File: src/rtl/dfilt_pkg.sv
package dfilt_pkg;
  localparam int MAC_BYTES = 6;
  localparam int MAC_W     = 8 * MAC_BYTES;
  localparam int REG_W     = 32;
  localparam int HASH_W    = 6;
  localparam int BINS      = 1 << HASH_W;
  localparam int SEL_W     = 3;

  localparam int PROMISC_BIT = 21;
  localparam int BCAST_BIT   = 13;
  localparam int MCAST_BIT   = 5;

  localparam logic [SEL_W-1:0] SEL_CTRL    = 3'd0;
  localparam logic [SEL_W-1:0] SEL_HASH_LO = 3'd1;
  localparam logic [SEL_W-1:0] SEL_HASH_HI = 3'd2;
  localparam logic [SEL_W-1:0] SEL_STA_LO  = 3'd3;
  localparam logic [SEL_W-1:0] SEL_STA_HI  = 3'd4;

  typedef struct packed {
    logic ldCtrl;
    logic ldHashLo;
    logic ldHashHi;
    logic ldStaLo;
    logic ldStaHi;
    logic evaluate;
  } ctlStrobe_t;
endpackage

File: src/rtl/dfilt_hash_fold.sv
module dfilt_hash_fold
  import dfilt_pkg::*;
#(
  parameter int NBYTES = MAC_BYTES,
  parameter int IDX_W  = HASH_W
) (
  input  logic [8*NBYTES-1:0] addr,
  output logic [IDX_W-1:0]    index
);
  localparam int ACC_W = 16;

  logic [ACC_W-1:0] acc;

  always_comb begin
    acc = '0;
    for (int i = 0; i < NBYTES; i++) begin
      logic [ACC_W-1:0] b;
      b = {{(ACC_W-8){1'b0}}, addr[8*(NBYTES-1-i) +: 8]};
      case (i % 3)
        0:       acc = acc ^ ((b >> 2) ^ (b << 4));
        1:       acc = acc ^ ((b >> 4) ^ (b << 2));
        default: acc = acc ^ ((b >> 6) ^ b);
      endcase
    end
    index = acc[IDX_W-1:0];
  end
endmodule

File: src/rtl/dfilt_ctrl.sv
module dfilt_ctrl
  import dfilt_pkg::*;
#(
  parameter int SW = SEL_W
) (
  input  logic          clk,
  input  logic          rstN,
  input  logic          regWrEn,
  input  logic [SW-1:0] regAddr,
  input  logic          addrValid,
  output ctlStrobe_t    strobe,
  output logic          resultValid
);
  always_comb begin
    strobe          = '0;
    strobe.evaluate = addrValid;
    if (regWrEn) begin
      case (regAddr)
        SEL_CTRL:    strobe.ldCtrl   = 1'b1;
        SEL_HASH_LO: strobe.ldHashLo = 1'b1;
        SEL_HASH_HI: strobe.ldHashHi = 1'b1;
        SEL_STA_LO:  strobe.ldStaLo  = 1'b1;
        SEL_STA_HI:  strobe.ldStaHi  = 1'b1;
        default:     ;
      endcase
    end
  end

  always_ff @(posedge clk or negedge rstN) begin
    if (!rstN) resultValid <= 1'b0;
    else       resultValid <= addrValid;
  end
endmodule

File: src/rtl/dfilt_datapath.sv
module dfilt_datapath
  import dfilt_pkg::*;
#(
  parameter int AW = MAC_W,
  parameter int DW = REG_W,
  parameter int IW = HASH_W
) (
  input  logic          clk,
  input  logic          rstN,
  input  ctlStrobe_t    strobe,
  input  logic [DW-1:0] wrData,
  input  logic [AW-1:0] dstAddr,
  input  logic [AW-1:0] hashAddr,
  output logic [IW-1:0] hashIndex,
  output logic          accept
);
  localparam int NB    = 1 << IW;
  localparam int HALF  = NB / 2;
  localparam int HI_W  = AW - DW;
  localparam int GRP_BIT = AW - 8;

  logic          promiscEn, bcastEn, mcastEn;
  logic [NB-1:0] hashTbl;
  logic [AW-1:0] station;
  logic [IW-1:0] frameIdx;
  logic          isBcast, isGroup, binHit, staHit, decision;

  always_ff @(posedge clk or negedge rstN) begin
    if (!rstN) begin
      promiscEn <= 1'b0;
      bcastEn   <= 1'b0;
      mcastEn   <= 1'b0;
      hashTbl   <= '0;
      station   <= '0;
    end else begin
      if (strobe.ldCtrl) begin
        promiscEn <= wrData[PROMISC_BIT];
        bcastEn   <= wrData[BCAST_BIT];
        mcastEn   <= wrData[MCAST_BIT];
      end
      if (strobe.ldHashLo) hashTbl[HALF-1:0]   <= wrData[HALF-1:0];
      if (strobe.ldHashHi) hashTbl[NB-1:HALF]  <= wrData[HALF-1:0];
      if (strobe.ldStaLo)  station[DW-1:0]     <= wrData;
      if (strobe.ldStaHi)  station[AW-1:DW]    <= wrData[HI_W-1:0];
    end
  end

  dfilt_hash_fold #(.NBYTES(AW/8), .IDX_W(IW)) frameHash (
    .addr (dstAddr),
    .index(frameIdx)
  );

  dfilt_hash_fold #(.NBYTES(AW/8), .IDX_W(IW)) helperHash (
    .addr (hashAddr),
    .index(hashIndex)
  );

  always_comb begin
    isBcast = &dstAddr;
    isGroup = dstAddr[GRP_BIT];
    binHit  = hashTbl[frameIdx];
    staHit  = (dstAddr == station);
    if (promiscEn)    decision = 1'b1;
    else if (isBcast) decision = bcastEn;
    else if (isGroup) decision = mcastEn & binHit;
    else              decision = staHit;
  end

  always_ff @(posedge clk or negedge rstN) begin
    if (!rstN)               accept <= 1'b0;
    else if (strobe.evaluate) accept <= decision;
    else                     accept <= 1'b0;
  end
endmodule

File: src/rtl/rx_dest_filter.sv
module rx_dest_filter
  import dfilt_pkg::*;
(
  input  logic              clk,
  input  logic              rstN,
  input  logic              regWrEn,
  input  logic [SEL_W-1:0]  regAddr,
  input  logic [REG_W-1:0]  regWrData,
  input  logic              addrValid,
  input  logic [MAC_W-1:0]  dstAddr,
  input  logic [MAC_W-1:0]  hashAddr,
  output logic [HASH_W-1:0] hashIndex,
  output logic              resultValid,
  output logic              accept
);
  ctlStrobe_t strobe;

  dfilt_ctrl #(.SW(SEL_W)) ctrl (
    .clk        (clk),
    .rstN       (rstN),
    .regWrEn    (regWrEn),
    .regAddr    (regAddr),
    .addrValid  (addrValid),
    .strobe     (strobe),
    .resultValid(resultValid)
  );

  dfilt_datapath #(.AW(MAC_W), .DW(REG_W), .IW(HASH_W)) dp (
    .clk      (clk),
    .rstN     (rstN),
    .strobe   (strobe),
    .wrData   (regWrData),
    .dstAddr  (dstAddr),
    .hashAddr (hashAddr),
    .hashIndex(hashIndex),
    .accept   (accept)
  );
endmodule

File: config.mk
export PLATFORM = sky130hd
export DESIGN_NAME = rx_dest_filter
export DESIGN_NICKNAME = d
export VERILOG_FILES = /design/src/rtl/dfilt_pkg.sv /design/src/rtl/dfilt_hash_fold.sv /design/src/rtl/dfilt_ctrl.sv /design/src/rtl/dfilt_datapath.sv /design/src/rtl/rx_dest_filter.sv
export SDC_FILE = /design/constraint.sdc
export NUM_CORES = 1
export LEC_CHECK = 0
export BUFFER_PORTS_ARGS = -buffer_cell sky130_fd_sc_hd__buf_2
export CORE_MARGIN = 1
export CORE_UTILIZATION = 55
export CTS_CLUSTER_DIAMETER = 200
export DETAILED_ROUTE_END_ITERATION = 16
export PLACE_DENSITY = 0.81
export SLEW_MARGIN = 0
export SYNTH_ARGS = -nofsm -noshare
export SYNTH_HDL_FRONTEND = slang
export SYNTH_SLANG_ARGS = --single-unit
File: constraint.sdc
create_clock -name clk -period 2.1 [get_ports clk]
set_input_delay 0.105 -clock clk [delete_from_list [all_inputs] [get_ports clk]]
set_output_delay 0.105 -clock clk [all_outputs]
set_load 0.02 [all_outputs]
==> out/metrics.cfg, run 1 <==
[synth]
avgSynthCellArea_um2 = 13.2
synth_top_family_by_area = multiplexers
synthCells = 482
synth-seq-cells = 117
ys_warn_count = 0
synth.top_cells.by_count = 117 x dfrtp_1, 115 x mux2_2, 102 x xnor2_1
synth_top_area_cell = dfrtp_1
synth_ff_type = dfrtp_1
netlist_area_mm2 = 0.00637
syn_nets = 617
synth_area_leaders = dfrtp_1 46%, mux2_2 20%, xnor2_1 14%
synth_compound_area_frac = 0.0273
synth_cell_types = 37
synth_xor_area_frac = 0.171
synth_top_area_frac = 0.459
synth_edf_count = 0
ys_seq_area_frac = 0.459
async_reset_ff_frac = 1.00
synthAdderAreaFrac = 0
synth_simple_gate_area_frac = 0.0503
synthMuxAreaShare = 0.272
synth.most_common_cell = dfrtp_1

[critical_path]
startpoint = dp.station[26]
critPathCapture = dp.accept
crit_type = flip-flop to flip-flop
rrSetupSlack_ns = 0.06
cp-start-kind = flip-flop
ff2ff_path_depth = 8
end_kind = flip-flop
r2r_end = dp.accept
cp.required_ns = 2.43
slowest_stage = dfrtp_1
cp_max_fo = 2
cpPeakStageDelay_ns = 0.40
path_cells = xnor2_1 > nand4_1 > nor4_2 > nand3_1 > a2111oi_2 > buf_4 > o21ai_0 > o211ai_1
crit_arrival_ns = 2.38
r2r-start = dp.station[26]

[clock_tree]
htree_levels = 4
clk_latency_ns = 0.42
root_buffer = clkbuf_16
clkSinkCount = 117
clkTransAtPathRegs_ns = 0.06
numCtsBuffers = 17
cts_tree = built
cts_buffer_depth = 2

[cells_and_area]
area_delta_synth_final_pct = 34.0
drive_above_1_share = 0.495
seqCellArea_mm2 = 0.00293
finalNetCount = 847
design_area_mm2 = 0.00854
diodes = 0
multi_input_area_mm2 = 0.00335
nFillCells = 705

[floorplan]
die_area_mm2 = 0.0120
dieHeight_um = 110
rows = 38
core_area_mm2 = 0.0111
die_w_um = 110
io_pins = 143
initial_core_util = 0.575

[sta]
finalCritPeriodShare = 0.973
setup_viol_count_final = 0
clock_skew_ns = 0.00481
worst_pin_slew_ns = 0.763
hold_viol_final = 0
drv_slew = 0
fin_crit_ns = 2.04
whs_ns = 0.00722
slew_headroom = 0.491
max_freq_mhz = 489

[global_routing]
overflow = 0
grt_pass1_wl_um = 28300
grt_max_degree = 55
antenna_found_initial = 1
grt_pass1_vias = 5250
grtUsageTotal = 0.335

[route]
dr.pass1.iters = 4
vias = 4953
viasPerCell = 5.73
drcViolationCount = 0
wl_per_cell_um = 21.4
wl_um = 18500
drtIter0Drc = 252
ant_nets = 0

[worst_hold_path]
min_path_type = input pin to flip-flop
whs_path_depth = 2

[power]
p_per_area_mw_per_mm2 = 1010
fin_total_pwr_uw = 8580
p_leak_uw = 0.00376
max-vdd-ir-drop_v = 0.000732

[place]
gp_congestion = 0.943
numPortBuffers = 142
hpwlAfterDp_um = 13400
dpl_cell_area_mm2 = 0.00764

[job]
max_cap_violations = 0

[run_status]
status = complete, no violations

## state kept, by name, summed over array words and instances, names as in the netlist
name              cells
dp.hashTbl           64
dp.station           48
ctrl.resultValid      1
dp.accept             1
dp.bcastEn            1
dp.mcastEn            1
dp.promiscEn          1
## power by group
group / internal, uW / switching [uW] / total [uW]
clock network: 1650 / 1140 / 2790
logic: 1500 / 1190 / 2690
registers: 2750 / 355 / 3110
total: 5900 / 2680 / 8580
## how the worst min path moves through the flow
stage	from	to	slack [ns]
2_1_floorplan	rstN	ctrl.resultValid	-0.19
3_3_place_gp	rstN	dp.station[11]	0.20
3_5_place_dp	rstN	dp.station[11]	0.22
4_1_cts	regWrData[21]	dp.hashTbl[53]	0.005
5_1_grt	regWrData[10]	dp.station[42]	0.005
6_report	regWrData[21]	dp.hashTbl[53]	0.007
## layout by cell type, fill, tap and decap left out, types with 6 or more instances in the layout
| cell type | Yosys | layout |
|---|---|---|
| nand4_1 | 23 | 23 |
| mux4_1 | 8 | 8 |
| mux2_2 | 115 | 115 |
| mux2i_1 | 16 | 16 |
| nor2_1 | 6 | 6 |
| nor4_1 | 7 | 6 |
| inv_1 | 10 | 10 |
| clkbuf_16 | 0 | 17 |
| dlygate4sd3_1 | 0 | 29 |
| buf_4 | 0 | 50 |
| xor2_1 | 19 | 19 |
| xnor2_1 | 102 | 101 |
| buf_2 | 0 | 141 |
| dfrtp_1 | 117 | 117 |
## area by class of cell
cell class,instances,share of cell area
sequential,117,0.343
timing repair buffer,225,0.172
inverter,10,0.00440
tap,140,0.0205
clock inverter,15,0.0170
clock buffer,17,0.0498
multi-input combinational,341,0.393
## per-layer routing
metal  track usage  vias up  routed length (um)
met5             0        -                   0
met4         0.178        0                 750
met3        0.0593       53                1180
met2         0.571      234                9310
met1         0.404     2454                7250
li1              -     2212                   -
## per-stage QoR
stage / std cells / TNS (ns) / utilization / worst slack, ns
final: 865 / 0 / 0.771 / 0.0561
after global routing: 865 / -0.0964 / 0.771 / -0.0964
after CTS: 863 / 0 / 0.767 / 0.0127
after detailed placement: 802 / -0.291 / 0.690 / -0.291
after global placement: 802 / -0.227 / 0.690 / -0.227
after floorplan: 482 / 0 / - / 0.00454
## worst max-delay path: cells and delay by family (launching register included)
| kind | cells | cell delay [ns] |
|---|---|---|
| buf+inv | 1 | 0.18 |
| flops | 1 | 0.40 |
| compound gates | 3 | 0.46 |
| xor+xnor | 1 | 0.28 |
| simple gates | 3 | 0.64 |
## logic make-up after synthesis
logic type,count (synthesis)
buf+inv,24
mux,142
xor+xnor,123
flops,117
simple gates,53
compound gates,23
## repair_timing
| action | in CTS | in global routing |
|---|---|---|
| gates resized for setup | 0 | 4 |
| setup endpoints to repair | 0 | 1 |
| hold buffers | 29 | 0 |
| hold endpoints to repair | 139 | 0 |
| setup buffers | 0 | 2 |
Power figures use the tool's default switching activity.
==> inputs of run 2 (changes only) <==
--- a/config.mk
+++ b/config.mk
@@ -10,7 +10,7 @@
 export CORE_UTILIZATION = 55
 export CTS_CLUSTER_DIAMETER = 200
 export DETAILED_ROUTE_END_ITERATION = 16
-export PLACE_DENSITY = 0.81
+export PLACE_DENSITY_LB_ADDON = 0.2
 export SLEW_MARGIN = 0
 export SYNTH_ARGS = -nofsm -noshare
 export SYNTH_HDL_FRONTEND = slang
==> out/metrics.cfg, run 2 (synthesis gave the netlist of run 1 again) <==
[worst_hold_path]
min_path_type = input pin to flip-flop  ; unchanged
hold_start = regWrData[15]  ; was regWrData[21]
whs_path_depth = 2  ; unchanged
whs_endpoint = dp.station[15]  ; was dp.hashTbl[53]

[place]
hpwlAfterDp_um = 13300  ; was 13400 um
numPortBuffers = 142  ; unchanged
gp_congestion = 0.963  ; was 0.943
dp_cells = 795  ; was 802
dpl_cell_area_mm2 = 0.00759  ; was 0.00764 mm2

[run_status]
status = complete, no violations  ; unchanged

[cells_and_area]
area_delta_synth_final_pct = 34.3  ; was 34.0%
regMostFlops = dp.hashTbl  ; unchanged
drive_above_1_share = 0.494  ; was 0.495
nFillCells = 712  ; was 705
top_regs = dp.hashTbl: 64 flops, dp.station: 48 flops  ; unchanged
finalNonFillerCells = 856  ; was 865
final_common_cell = buf_2  ; unchanged
design_area_mm2 = 0.00856  ; was 0.00854 mm2
largest_reg_flops = 64  ; unchanged
fin_util = 0.773  ; was 0.771
diodes = 0  ; unchanged
layout_common_cells = 141 x buf_2, 117 x dfrtp_1, 115 x mux2_2  ; unchanged
finalNetCount = 838  ; was 847

[sta]
drv_slew = 0  ; unchanged
setup-tns-final_ns = 0  ; unchanged
worst_pin_slew_ns = 0.620  ; was 0.763 ns
setup_viol_count_final = 0  ; unchanged
finalCritPeriodShare = 0.988  ; was 0.973
fin_crit_ns = 2.07  ; was 2.04 ns
slew_headroom = 0.583  ; was 0.491
max_freq_mhz = 482  ; was 489 MHz
clock_skew_ns = 0.00815  ; was 0.00481 ns
hold_viol_final = 0  ; unchanged

[floorplan]
die_w_um = 110  ; unchanged
initial_core_util = 0.575  ; unchanged
io_pins = 143  ; unchanged
core_area_mm2 = 0.0111  ; unchanged
die_area_mm2 = 0.0120  ; unchanged
dieHeight_um = 110  ; unchanged
rows = 38  ; unchanged

[clock_tree]
clk_latency_ns = 0.42  ; about the same
clkTransAtPathRegs_ns = 0.05  ; was 0.06 ns
clkSinkCount = 117  ; unchanged
cts_buffer_depth = 2  ; unchanged
htree_levels = 4  ; unchanged
root_buffer = clkbuf_16  ; unchanged
cts_tree = built  ; unchanged
numCtsBuffers = 17  ; unchanged

[global_routing]
overflow = 0  ; unchanged
grt_max_degree = 44  ; was 55
grt_pass1_vias = 5055  ; was 5250
grt_pass1_wl_um = 26700  ; was 28300 um
grtUsageTotal = 0.318  ; was 0.335
antenna_found_initial = 0  ; was 1

[critical_path]
end_kind = flip-flop  ; unchanged
crit_type = input pin to flip-flop  ; was flip-flop to flip-flop
r2r-start = dp.station[17]  ; was dp.station[26]
rrSetupSlack_ns = 0.03  ; was 0.06 ns
cp.required_ns = 2.37  ; was 2.43 ns
crit_arrival_ns = 2.35  ; was 2.38 ns
cp-start-kind = input pin  ; was flip-flop
ff2ff_path_depth = 9  ; was 8
cp_max_fo = 12  ; was 2
r2r_end = dp.accept  ; unchanged

[route]
drtIter0Drc = 269  ; was 252
dr.pass1.iters = 5  ; was 4
viasPerCell = 5.75  ; was 5.73
wl_um = 18000  ; was 18500 um
drcViolationCount = 0  ; unchanged
vias = 4925  ; was 4953
wl_per_cell_um = 21.0  ; was 21.4 um
ant_nets = 0  ; unchanged

[power]
max-vdd-ir-drop_v = 0.000725  ; was 0.000732 V
p_per_area_mw_per_mm2 = 1030  ; was 1010 mW/mm2
power.switching_uw = 2560  ; was 2680 uW
clkPwrFrac = 0.345  ; was 0.325
p_leak_uw = 0.00377  ; was 0.00376 uW
swShare = 0.291  ; was 0.312
combPwrFrac = 0.303  ; was 0.313
pwr-share-seq = 0.353  ; was 0.362
internal_power_uw = 6230  ; was 5900 uW

[job]
max_cap_violations = 0  ; unchanged

[run 2: cell count changes in the layout (fill, tap and decap cells not counted), sizes merged]
| cell | change |
|---|---|
| bufinv | +2 |
| clkinv | +2 |
| clkinvlp | -2 |
| dlygate4sd3 | -2 |
| buf | -7 |
| inv | -6 |
| clkbuf | +4 |
[run 2: critical path, stage by stage]
cell	delay (ns)
buf_2	0.12
xnor2_1	0.21
buf_4	0.17
xnor2_1	0.13
xnor2_4	0.44
mux4_1	0.63
mux2i_1	0.18
o211ai_1	0.12
o311ai_0	0.11
o211ai_1	0.14
[run 2: metrics by stage]
stage | setup slack, ns | hold WS (ns) | power [uW]
after floorplan | 0.00454 | -0.191 | 4710
after global placement | -0.303 | 0.141 | 5550
after detailed placement | -0.475 | 0.147 | 5650
after CTS | 0.0265 | 0.00125 | 8750
after global routing | -0.0274 | 0.00530 | 9160
final | 0.0255 | 0.00821 | 8780
[run 2: final cells by class]
type                       instances  area (um2)  share of cell area
timing repair buffer             216        1400               0.163
inverter                          10        37.5             0.00439
tap                              140         175              0.0205
sequential                       117        2930               0.342
clock inverter                    11         149              0.0174
multi-input combinational        341        3390               0.396
clock buffer                      21         480              0.0561
[run 2: timing repair]
item / CTS / global route
resized for setup: 3 / 5
hold buffers: 27 / 0
pin swaps: 0 / 1
hold endpoints to repair: 121 / 0
gates cloned: 0 / 0
endpoints found under the setup margin: 1 / 1
setup buffers: 0 / 2
[run 2: power by group through the flow]
stage          Combinational (uW)  Sequential [uW]  Clock, uW
2_1_floorplan                1720             2990          0
3_3_place_gp                 2450             3100          0
3_5_place_dp                 2530             3120          0
4_1_cts                      2610             3090       3050
5_1_grt                      2840             3140       3170
6_report                     2660             3100       3030
[run 2: worst max-delay path by stage]
stage                              start         to  slack (ns)  depth (start not counted)
after floorplan              dstAddr[13]  dp.accept       0.005                          8
after global placement       dstAddr[30]  dp.accept       -0.30                         10
after detailed placement     dstAddr[18]  dp.accept       -0.48                         10
after CTS                 dp.station[17]  dp.accept        0.03                          9
after global routing      dp.station[17]  dp.accept       -0.03                          9
final                        dstAddr[24]  dp.accept        0.03                         10
[run 2: metal layers]
| metal | up-vias | global-route usage | part of all wire |
|---|---|---|---|
| met1 | 2462 | 0.397 | 0.40 |
| met3 | 36 | 0.0670 | 0.074 |
| met2 | 237 | 0.538 | 0.50 |
| met5 | - | 0 | 0 |
| met4 | 0 | 0.133 | 0.025 |
| li1 | 2190 | - | - |
